## src/rtl/ce_cnt_pkg.sv

```systemverilog
`timescale 1ns/1ps
package ce_cnt_pkg;
  localparam int NUM_DIMMS   = 3;
  localparam int CNT_W       = 15;
  localparam int WORD_W      = 32;
  localparam int SLOT_STRIDE = 16;
  localparam int SLOTS_PER_W = WORD_W / SLOT_STRIDE;
  localparam int NUM_WORDS   = (NUM_DIMMS + SLOTS_PER_W - 1) / SLOTS_PER_W;
  localparam int SEL_W       = $clog2(NUM_DIMMS + 1);
  localparam int ADDR_W      = (NUM_WORDS > 1) ? $clog2(NUM_WORDS) : 1;

  typedef logic [CNT_W-1:0] cnt_t;
endpackage

```

## src/rtl/ce_rst_sync.sv

```systemverilog
`timescale 1ns/1ps
module ce_rst_sync (
  input  logic clk,
  input  logic rst_n,
  output logic rst_n_sync
);
  logic [1:0] sync_q;

  always_ff @(posedge clk or negedge rst_n) begin
    if (!rst_n) sync_q <= 2'b00;
    else        sync_q <= {sync_q[0], 1'b1};
  end

  assign rst_n_sync = sync_q[1];
endmodule

```

## src/rtl/ce_dimm_counter.sv

```systemverilog
`timescale 1ns/1ps
module ce_dimm_counter #(
  parameter int W = 15
) (
  input  logic         clk,
  input  logic         rst_n,
  input  logic         hit,
  input  logic         clr,
  output logic [W-1:0] cnt_q
);
  logic [W-1:0] cnt_d;
  logic         cnt_en;

  always_comb begin
    cnt_d = cnt_q;
    if (clr)      cnt_d = '0;
    else if (hit) cnt_d = cnt_q + W'(1);
  end

  assign cnt_en = clr | hit;

  always_ff @(posedge clk or negedge rst_n) begin
    if (!rst_n)      cnt_q <= '0;
    else if (cnt_en) cnt_q <= cnt_d;
  end

  assert_clear_wins_R6: assert property (@(posedge clk) disable iff (!rst_n)
    clr |=> (cnt_q == '0));

  // R3 is covered as well: the +1 wraps modulo 2^W
  assert_step_R2: assert property (@(posedge clk) disable iff (!rst_n)
    (hit && !clr) |=> (cnt_q == $past(cnt_q) + W'(1)));

  assert_hold_R2: assert property (@(posedge clk) disable iff (!rst_n)
    (!hit && !clr) |=> $stable(cnt_q));
endmodule

```

## src/rtl/ce_reg_pack.sv

```systemverilog
`timescale 1ns/1ps
module ce_reg_pack
  import ce_cnt_pkg::*;
(
  input  cnt_t [NUM_DIMMS-1:0] cnt,
  input  logic [ADDR_W-1:0]    reg_addr,
  input  logic                 reg_wr_en,
  input  logic [WORD_W-1:0]    reg_wdata,
  output logic [WORD_W-1:0]    reg_rdata,
  output logic [NUM_DIMMS-1:0] clr
);
  logic [NUM_WORDS-1:0][WORD_W-1:0] words;
  logic [NUM_WORDS-1:0]             clr_word;

  always_comb begin
    words = '0;
    for (int i = 0; i < NUM_DIMMS; i++) begin
      words[i / SLOTS_PER_W][(i % SLOTS_PER_W) * SLOT_STRIDE +: CNT_W] = cnt[i];
    end
  end

  assign reg_rdata = words[reg_addr];

  for (genvar w = 0; w < NUM_WORDS; w++) begin : g_clr_word
    assign clr_word[w] = reg_wr_en && (reg_addr == ADDR_W'(w)) && (reg_wdata == '0);
  end

  for (genvar i = 0; i < NUM_DIMMS; i++) begin : g_clr_map
    assign clr[i] = clr_word[i / SLOTS_PER_W];
  end
endmodule

```

## src/rtl/ce_poll_accum.sv

```systemverilog
`timescale 1ns/1ps
module ce_poll_accum #(
  parameter int N     = 3,
  parameter int CW    = 15,
  parameter int TOT_W = 32
) (
  input  logic                    clk,
  input  logic                    rst_n,
  input  logic                    poll,
  input  logic                    clr_any,
  input  logic [N-1:0][CW-1:0]    sample,
  output logic [N-1:0][TOT_W-1:0] totals_q,
  output logic                    valid_q
);
  localparam logic [CW:0] WRAP_FIX = {1'b0, {CW{1'b1}}};

  logic [N-1:0][CW-1:0]    prev_q, prev_d;
  logic [N-1:0][TOT_W-1:0] totals_d;
  logic [N-1:0][CW-1:0]    delta;
  logic                    valid_d;
  logic                    prev_en, tot_en, valid_en;

  always_comb begin
    for (int i = 0; i < N; i++) begin
      logic [CW:0] diff;
      diff = {1'b0, sample[i]} - {1'b0, prev_q[i]};
      if (diff[CW]) diff = diff + WRAP_FIX;
      delta[i] = diff[CW-1:0];
    end
  end

  always_comb begin
    valid_d  = valid_q;
    prev_d   = prev_q;
    totals_d = totals_q;
    prev_en  = 1'b0;
    tot_en   = 1'b0;
    valid_en = 1'b0;
    if (clr_any) begin
      valid_d  = 1'b0;
      valid_en = 1'b1;
    end else if (poll) begin
      valid_d  = 1'b1;
      valid_en = 1'b1;
      prev_d   = sample;
      prev_en  = 1'b1;
      if (valid_q) begin
        tot_en = 1'b1;
        for (int i = 0; i < N; i++) totals_d[i] = totals_q[i] + TOT_W'(delta[i]);
      end
    end
  end

  always_ff @(posedge clk or negedge rst_n) begin
    if (!rst_n) begin
      valid_q  <= 1'b0;
      prev_q   <= '0;
      totals_q <= '0;
    end else begin
      if (valid_en) valid_q  <= valid_d;
      if (prev_en)  prev_q   <= prev_d;
      if (tot_en)   totals_q <= totals_d;
    end
  end

  assert_baseline_R7: assert property (@(posedge clk) disable iff (!rst_n)
    (poll && !clr_any && !valid_q) |=> (valid_q && $stable(totals_q)));

  assert_clear_drop_R10: assert property (@(posedge clk) disable iff (!rst_n)
    clr_any |=> (!valid_q && $stable(totals_q)));

  assert_totals_idle_R8: assert property (@(posedge clk) disable iff (!rst_n)
    !(poll && valid_q) |=> $stable(totals_q));
endmodule

```

## src/rtl/ce_cnt_bank.sv

```systemverilog
`timescale 1ns/1ps
module ce_cnt_bank
  import ce_cnt_pkg::*;
#(
  parameter int TOT_W = 32
) (
  input  logic              clk,
  input  logic              rst_n,
  input  logic              err_valid,
  input  logic [SEL_W-1:0]  err_dimm,
  input  logic [ADDR_W-1:0] reg_addr,
  input  logic              reg_wr_en,
  input  logic [WORD_W-1:0] reg_wdata,
  output logic [WORD_W-1:0] reg_rdata,
  input  logic              poll,
  output logic              totals_valid,
  output logic [TOT_W-1:0]  total_dimm0,
  output logic [TOT_W-1:0]  total_dimm1,
  output logic [TOT_W-1:0]  total_dimm2
);
  logic                         rst_n_sync;
  cnt_t [NUM_DIMMS-1:0]         cnt;
  logic [NUM_DIMMS-1:0]         hit;
  logic [NUM_DIMMS-1:0]         clr;
  logic [NUM_DIMMS-1:0][TOT_W-1:0] totals;

  ce_rst_sync i_rst_sync (
    .clk        (clk),
    .rst_n      (rst_n),
    .rst_n_sync (rst_n_sync)
  );

  for (genvar i = 0; i < NUM_DIMMS; i++) begin : g_dimm
    assign hit[i] = err_valid && (err_dimm == SEL_W'(i));
    ce_dimm_counter #(.W(CNT_W)) i_cnt (
      .clk   (clk),
      .rst_n (rst_n_sync),
      .hit   (hit[i]),
      .clr   (clr[i]),
      .cnt_q (cnt[i])
    );
  end

  ce_reg_pack i_reg_pack (
    .cnt       (cnt),
    .reg_addr  (reg_addr),
    .reg_wr_en (reg_wr_en),
    .reg_wdata (reg_wdata),
    .reg_rdata (reg_rdata),
    .clr       (clr)
  );

  ce_poll_accum #(.N(NUM_DIMMS), .CW(CNT_W), .TOT_W(TOT_W)) i_accum (
    .clk      (clk),
    .rst_n    (rst_n_sync),
    .poll     (poll),
    .clr_any  (|clr),
    .sample   (cnt),
    .totals_q (totals),
    .valid_q  (totals_valid)
  );

  assign total_dimm0 = totals[0];
  assign total_dimm1 = totals[1];
  assign total_dimm2 = totals[2];

  assert_unused_zero_R4: assert property (@(posedge clk) disable iff (!rst_n_sync)
    !reg_rdata[31] && !reg_rdata[15] && ((reg_addr == '0) || (reg_rdata[30:16] == '0)));

  assert_hit_onehot_R2: assert property (@(posedge clk) disable iff (!rst_n_sync)
    $onehot0(hit));
endmodule

```

## config.mk

```make
export PLATFORM = sky130hd
export DESIGN_NAME = ce_cnt_bank
export DESIGN_NICKNAME = d
export VERILOG_FILES = /design/src/rtl/ce_cnt_pkg.sv /design/src/rtl/ce_rst_sync.sv /design/src/rtl/ce_dimm_counter.sv /design/src/rtl/ce_reg_pack.sv /design/src/rtl/ce_poll_accum.sv /design/src/rtl/ce_cnt_bank.sv
export SDC_FILE = /design/constraint.sdc
export NUM_CORES = 1
export LEC_CHECK = 0
export BUFFER_PORTS_ARGS = -buffer_cell sky130_fd_sc_hd__buf_2
export CAP_MARGIN = 10
export CORE_MARGIN = 1
export CORE_UTILIZATION = 50
export CTS_BUF_LIST = sky130_fd_sc_hd__clkbuf_4 sky130_fd_sc_hd__clkbuf_8
export CTS_CLUSTER_SIZE = 14
export DETAILED_ROUTE_END_ITERATION = 10
export PLACE_DENSITY = 0.74
export SLEW_MARGIN = 15
export SYNTH_ARGS = -nofsm -noshare
export SYNTH_HDL_FRONTEND = slang
export SYNTH_HIERARCHICAL = 1
export SYNTH_SLANG_ARGS = --single-unit
```

## constraint.sdc

```tcl
create_clock -name clk -period 8.43 [get_ports clk]
set_clock_uncertainty 0.2 [all_clocks]
set_input_delay 0.843 -clock clk [delete_from_list [all_inputs] [get_ports clk]]
set_output_delay 0.843 -clock clk [all_outputs]
set_load 0.02 [all_outputs]
```

After elaboration in Yosys (flattened, before gate mapping)
Index checks and enable logic that the tools add are counted.
{"block": "classes", "mux": 19, "n_reduce_logical": 20, "addsub": 12, "magnitude_cmp": 1, "bitwise_logic": 5, "eq_ne": 2}
{"cell": "15-bit two-way mux", "n": 9}
{"cell": "32-bit by 15-bit adder with 32-bit output", "n": 3}
{"cell": "15-bit by 15-bit subtractor with 16-bit output", "n": 3}
{"cell": "15-bit by 1-bit adder with 15-bit output (second input constant)", "n": 3}
{"cell": "15-bit adder (second input constant)", "n": 3}
{"cell": "32-bit zero test", "n": 1}
{"cell": "32-bit two-way mux", "n": 1}
{"cell": "31-bit two-way mux", "n": 1}
{"cell": "1-bit two-way mux", "n": 8}
{"cell": "2-bit AND reduction", "n": 4}
{"cell": "2-bit nonzero test", "n": 4}
{"cell": "1-bit logical AND", "n": 7}
{"cell": "4-bit AND reduction", "n": 1}
{"cell": "1-bit OR", "n": 3}
{"cell": "3-bit AND reduction", "n": 1}
{"cell": "2-bit by 1-bit equality test with 1-bit output (second input constant)", "n": 1}
{"cell": "2-bit equality test (second input constant)", "n": 1}
{"cell": "2-bit zero test", "n": 1}
{"cell": "1-bit by 2-bit less-than comparator with 1-bit output (second input constant)", "n": 1}
{"cell": "1-bit inverter", "n": 2}
{"cell": "2-bit OR reduction", "n": 1}
{"block": "totals", "register_bits": 189, "out_inout_bits": 129, "word_cells": 70}

Longest topological paths before layout
{"block": "logic_depth", "ltp_word": 6, "mapped_depth": 21, "depth_no_buf": 21}

Modules after synthesis
The synthesis kept the hierarchy.
{"mod": "ce_poll_accum", "area_per_inst_um2": 10583.9, "cells_each": 1213, "n_inst": 1}
{"mod": "ce_dimm_counter", "area_per_inst_um2": 782.0, "cells_each": 78, "n_inst": 3}
{"mod": "ce_reg_pack", "area_per_inst_um2": 421.7, "cells_each": 51, "n_inst": 1}
{"mod": "ce_rst_sync", "area_per_inst_um2": 53.8, "cells_each": 3, "n_inst": 1}
{"mod": "ce_cnt_bank", "area_per_inst_um2": 31.3, "cells_each": 4, "n_inst": 1}

Worst setup path before layout
Ideal clock, no wire load.
{"block": "synth_path", "path_kind": "register to register", "from": "register g_dimm[2].i_cnt.cnt_q[0]", "to": "register i_accum/totals_q[95] (netlist bit)", "path_stages_with_launch": 21, "required_time_ps": 8091, "slack_ps": 3615, "t_arrival_ps": 4476, "synth_period_minus_slack_ps": 4815, "path_cell_list": "dfrtp_1 -> inv_1 -> ha_1 -> inv_1 -> fa_1 -> a21o_1 -> a2111oi_2 -> a21oi_1 -> o31ai_1 -> nand2b_1 -> or4b_4 -> xor2_1 -> ha_1 -> a21oi_1 -> nor2b_1 -> a41oi_1 -> o211ai_1 -> a211o_1 -> a21oi_1 -> nor4b_1 -> xor2_1"}
{"block": "synth_via", "elab_chain_len": 4}
{"item": "start, declared", "line_no": "ce_dimm_counter.sv:9", "source": "output logic [W-1:0] cnt_q"}
{"item": "start signal, assigned", "line_no": "ce_dimm_counter.sv:24", "source": "else if (cnt_en) cnt_q <= cnt_d;"}
{"item": "15-bit by 15-bit subtractor with 16-bit output *", "line_no": "ce_poll_accum.sv:26", "source": "diff = {1'b0, sample[i]} - {1'b0, prev_q[i]};"}
{"item": "15-bit adder", "line_no": "ce_poll_accum.sv:27", "source": "if (diff[CW]) diff = diff + WRAP_FIX;"}
{"item": "15-bit two-way mux *", "line_no": "ce_poll_accum.sv:27"}
{"item": "32-bit by 15-bit adder with 32-bit output *", "line_no": "ce_poll_accum.sv:49", "source": "for (int i = 0; i < N; i++) totals_d[i] = totals_q[i] + TOT_W'(delta[i]);"}
{"item": "end signal, assigned", "line_no": "ce_poll_accum.sv:62", "source": "if (tot_en) totals_q <= totals_d;"}
{"item": "end, declared", "line_no": "ce_poll_accum.sv:12", "source": "output logic [N-1:0][TOT_W-1:0] totals_q,"}
Mark *: on every way between the ends. The rest lies on a longest branch, timed or not.
A chain may end at the register's enable or synchronous reset.

Worst setup path in the final report
{"block": "layout_path", "from": "register g_dimm[1].i_cnt.cnt_q[4]", "to": "register i_accum/totals_q[63] (netlist bit)"}
{"block": "layout_via", "elab_chain_len": 4}
{"item": "start, declared", "line_no": "ce_dimm_counter.sv:9"}
{"item": "start signal, assigned", "line_no": "ce_dimm_counter.sv:24"}
{"item": "15-bit by 15-bit subtractor with 16-bit output *", "line_no": "ce_poll_accum.sv:26"}
{"item": "15-bit adder", "line_no": "ce_poll_accum.sv:27"}
{"item": "15-bit two-way mux *", "line_no": "ce_poll_accum.sv:27"}
{"item": "32-bit by 15-bit adder with 32-bit output *", "line_no": "ce_poll_accum.sv:49"}
Marks and branches as above.

==> results.md <==
- Fill cells: 2359
- Sequential share of the synthesized area: 35.2%
- Pin count of the biggest net entering global routing: 88
- Synth warnings: 6
- CP max FO: 8
- Worst setup SP type: register
- RSZ-0062 raised after global routing: no
- Hpwl dp: 24.2 mm
- Vias per Instance: 5.65
- Initial drt markers: 791
- Simple-gate share of the synthesized area: 20.1%
- Worst-Margin Slew: 1.02 ns
- First-pass GRT wire length: 52.0 mm
- Cell variety after synth: 81
- Hold path start: i_rst_sync/sync_q[0]$_DFF_PN0_
- Multiplexer share of the synthesized area: 1.98%
- Final setup margin: 2.83 ns
- Fin Setup TNS: 0 ns
- EDFF count, synth: 0
- Area leader, netlist: dfrtp_1
- DRT Pass-1 Iters: 9
- Adder-cell area share of the yosys netlist: 10.4%
- Worst slack, placed: 2.94 ns
- CTS sink cnt: 189
- Final Hold Fails: 0
- Post-synth top flop: dfrtp_1
- Vias: 11300
- Antenna violations before repair: 0
- CTS tree: done
- Post-synth top cells: dfrtp_1 (189), nand2_1 (184), o21ai_0 (122)
- Final period util: 66.5%
- Layout cell share with drive strength beyond 1: 15.9%
- Nets: 1807
- Area growth from synthesis to layout: 11.3%
- Cell area after synthesis: 0.0134 mm2
- Synth top area share: 35.2%
- Chip height: 166 um
- Final setup vio count: 0
- Placeable core area: 0.0262 mm2
- Violated checks: DRC
- # port buffers: 166
- CTS H-Tree Depth: 4
- Seq cells post-synth: 189
- Count leader, synth: dfrtp_1
- Clk_lat worst skew: 0.48 ns
- Die X: 166 um
- Vias in the first global route: 10400
- Max_cap viols: 0
- Worst hold path endpoint: i_rst_sync/sync_q[1]$_DFF_PN0_
- Initial Utilization: 51.3%
- Max Freq: 178 MHz
- Synth Instances: 1505
- R2R cell count: 17
- Asr flop ratio synth: 100%
- R2r setup slk: 2.83 ns
- Worst path cell trace: ha_1, a211oi_1, nand2_1, nor2_1, o211ai_1, o31ai_4, nand3_1, nor3_1, xnor2_1, ha_1, a2111oi_0, o21ai_0, a41oi_1, o21ai_0, a31oi_1, nor4_1, xor2_1
- Required @ worst endpoint: 8.58 ns
- Top Ports: 169
- Crit-path slowest cell: a31oi_1
- Syn avg cell area: 8.93 um2
- Synth top area cells: dfrtp_1 (35%), ha_1 (9.5%), xnor2_1 (7.7%)
- Overflow after GRT: 0
- Hold Path Depth: 0
- Antenna viol nets, final: 0
- Worst r2r dst: i_accum/totals_q[63]$_DFFE_PN0P_
- Headroom to the max-slew limit: 31.1%
- Outcome: complete, but fails checks
- Kind of critical path: reg -> reg
- Clock root buffer: clkbuf_8
- Post-synthesis xor/xnor area fraction: 12.4%
- Clock-pin slew on the worst setup and hold paths: 0.11 ns
- Slowest stage delay, CP: 0.59 ns
- Min Tclk post-route: 5.60 ns
- Dpl cells: 1974
- Detailed Route WL: 31.4 mm
- Crit path DAT: 5.75 ns
- Reg area: 0.00473 mm2
- Post-route cell area: 0.0150 mm2
- Synth Area in Compound Gates: 16.1%
- Die area: 0.0275 mm2
- Placed inst area: 0.0146 mm2
- Post-route DRC: 19
- Largest family of logic cells by synthesized area: simple AND/OR/NAND/NOR gates
- CTS Buffer Depth: 2
- Multi-input gate area: 0.00823 mm2
- R2r startpoint: g_dimm[1].i_cnt/cnt_q[4]$_DFFE_PN0P_
- Tot GR Track Use: 23.0%
- Post-Layout Cell Count: 2006
- RePlAce Congestion: 0.912
- FP Rows: 59
- Diodes inserted: 0
- Slew Viols, Final: 0
- Total CTS buffers: 17
- Routed WL per cell: 15.6 um
- Tightest Hold Check Type: reg -> reg
- Critical Path End Type: register
## repair_timing
| action | in CTS | in global routing |
|---|---|---|
| setup endpoints to repair | 0 | 0 |
| setup buffers | 0 | 0 |
| gates resized for setup | 0 | 0 |
| hold endpoints to repair | 2 | 0 |
| hold buffers | 1 | 0 |
## cell type report
cell class | instances | area share [%]
Timing Repair Buffer | 174 | 5.97
Inverter | 83 | 2.08
Sequential cell | 189 | 31.7
Multi-Input combinational cell | 1194 | 55.1
Clock inverter | 12 | 0.753
Clock buffer | 19 | 1.67
Tap cell | 335 | 2.80
## layer usage
metal	wire, um	part of all wire (%)	vias to the layer above	GRT usage, %
li1	-	-	5599	-
met1	15500	49	5343	33.8
met2	13400	43	357	34.6
met3	1750	5.6	39	3.43
met4	697	2.2	0	7.84
met5	0	0	-	0
## per-stage QoR
stage          hold slack (ns)  util (%)
4_1_cts                  0.168      57.1
5_1_grt                  0.182      57.1
2_1_floorplan            0.131         -
3_5_place_dp             0.141      55.6
3_3_place_gp             0.137      55.6
6_report                 0.162      57.1
## worst max path at each step
stage	from	endpoint	slack (ns)	depth (start not counted)
4_1_cts	g_dimm[1].i_cnt/cnt_q[4]$_DFFE_PN0P_	i_accum/totals_q[63]$_DFFE_PN0P_	2.89	17
5_1_grt	g_dimm[1].i_cnt/cnt_q[4]$_DFFE_PN0P_	i_accum/totals_q[55]$_DFFE_PN0P_	2.28	17
3_5_place_dp	g_dimm[1].i_cnt/cnt_q[4]$_DFFE_PN0P_	i_accum/totals_q[63]$_DFFE_PN0P_	2.94	17
2_1_floorplan	i_rst_sync/sync_q[1]$_DFF_PN0_	g_dimm[0].i_cnt/cnt_q[0]$_DFFE_PN0P_	2.57	0
6_report	g_dimm[1].i_cnt/cnt_q[4]$_DFFE_PN0P_	i_accum/totals_q[63]$_DFFE_PN0P_	2.83	17
3_3_place_gp	g_dimm[1].i_cnt/cnt_q[4]$_DFFE_PN0P_	i_accum/totals_q[63]$_DFFE_PN0P_	3.05	17
## kinds of logic after synthesis
kind of cell | count (synthesis)
buffers and inverters | 123
adder cells (fa/ha/maj) | 108
other | 2
XOR/XNOR | 190
AO/OA/AOI/OAI | 338
AND/OR/NAND/NOR | 531
multiplexers | 24
flip-flops | 189
## sequential cells by signal (all words and copies together) (netlist names)
name                count
i_accum/totals_q       96
i_accum/prev_q         45
g_dimm.i_cnt/cnt_q     45
i_accum/valid_q         1
i_rst_sync/sync_q       2
## layout by cell type, fill, tap and decap left out, types with 16 or more instances in the layout
master    netlist  layout
nor2b_1        32      31
xnor2_1       118     118
buf_2           2     166
ha_1          102     102
nand4_1        32      32
nor2_1         98      98
xor2_1         72      72
a21o_1         30      30
nor4_1         16      16
nor3_1         32      31
clkbuf_8        0      17
mux2_2         21      21
dfrtp_1       189     188
nand2_1       184     183
a21oi_1        75      75
nand3_1        40      40
inv_1          83      83
o21ai_0       122     122
## critical path, delay by kind of cell, from the launching register on
family                   cells  cell delay [ns]
AO/OA/AOI/OAI                8             2.87
XOR/XNOR                     2             0.28
adder cells (fa/ha/maj)      2             0.66
flip-flops                   1             0.49
AND/OR/NAND/NOR              5             0.97
Power is not shown: default switching activity piles up to over one toggle a cycle in this logic, so the estimate is an artifact.
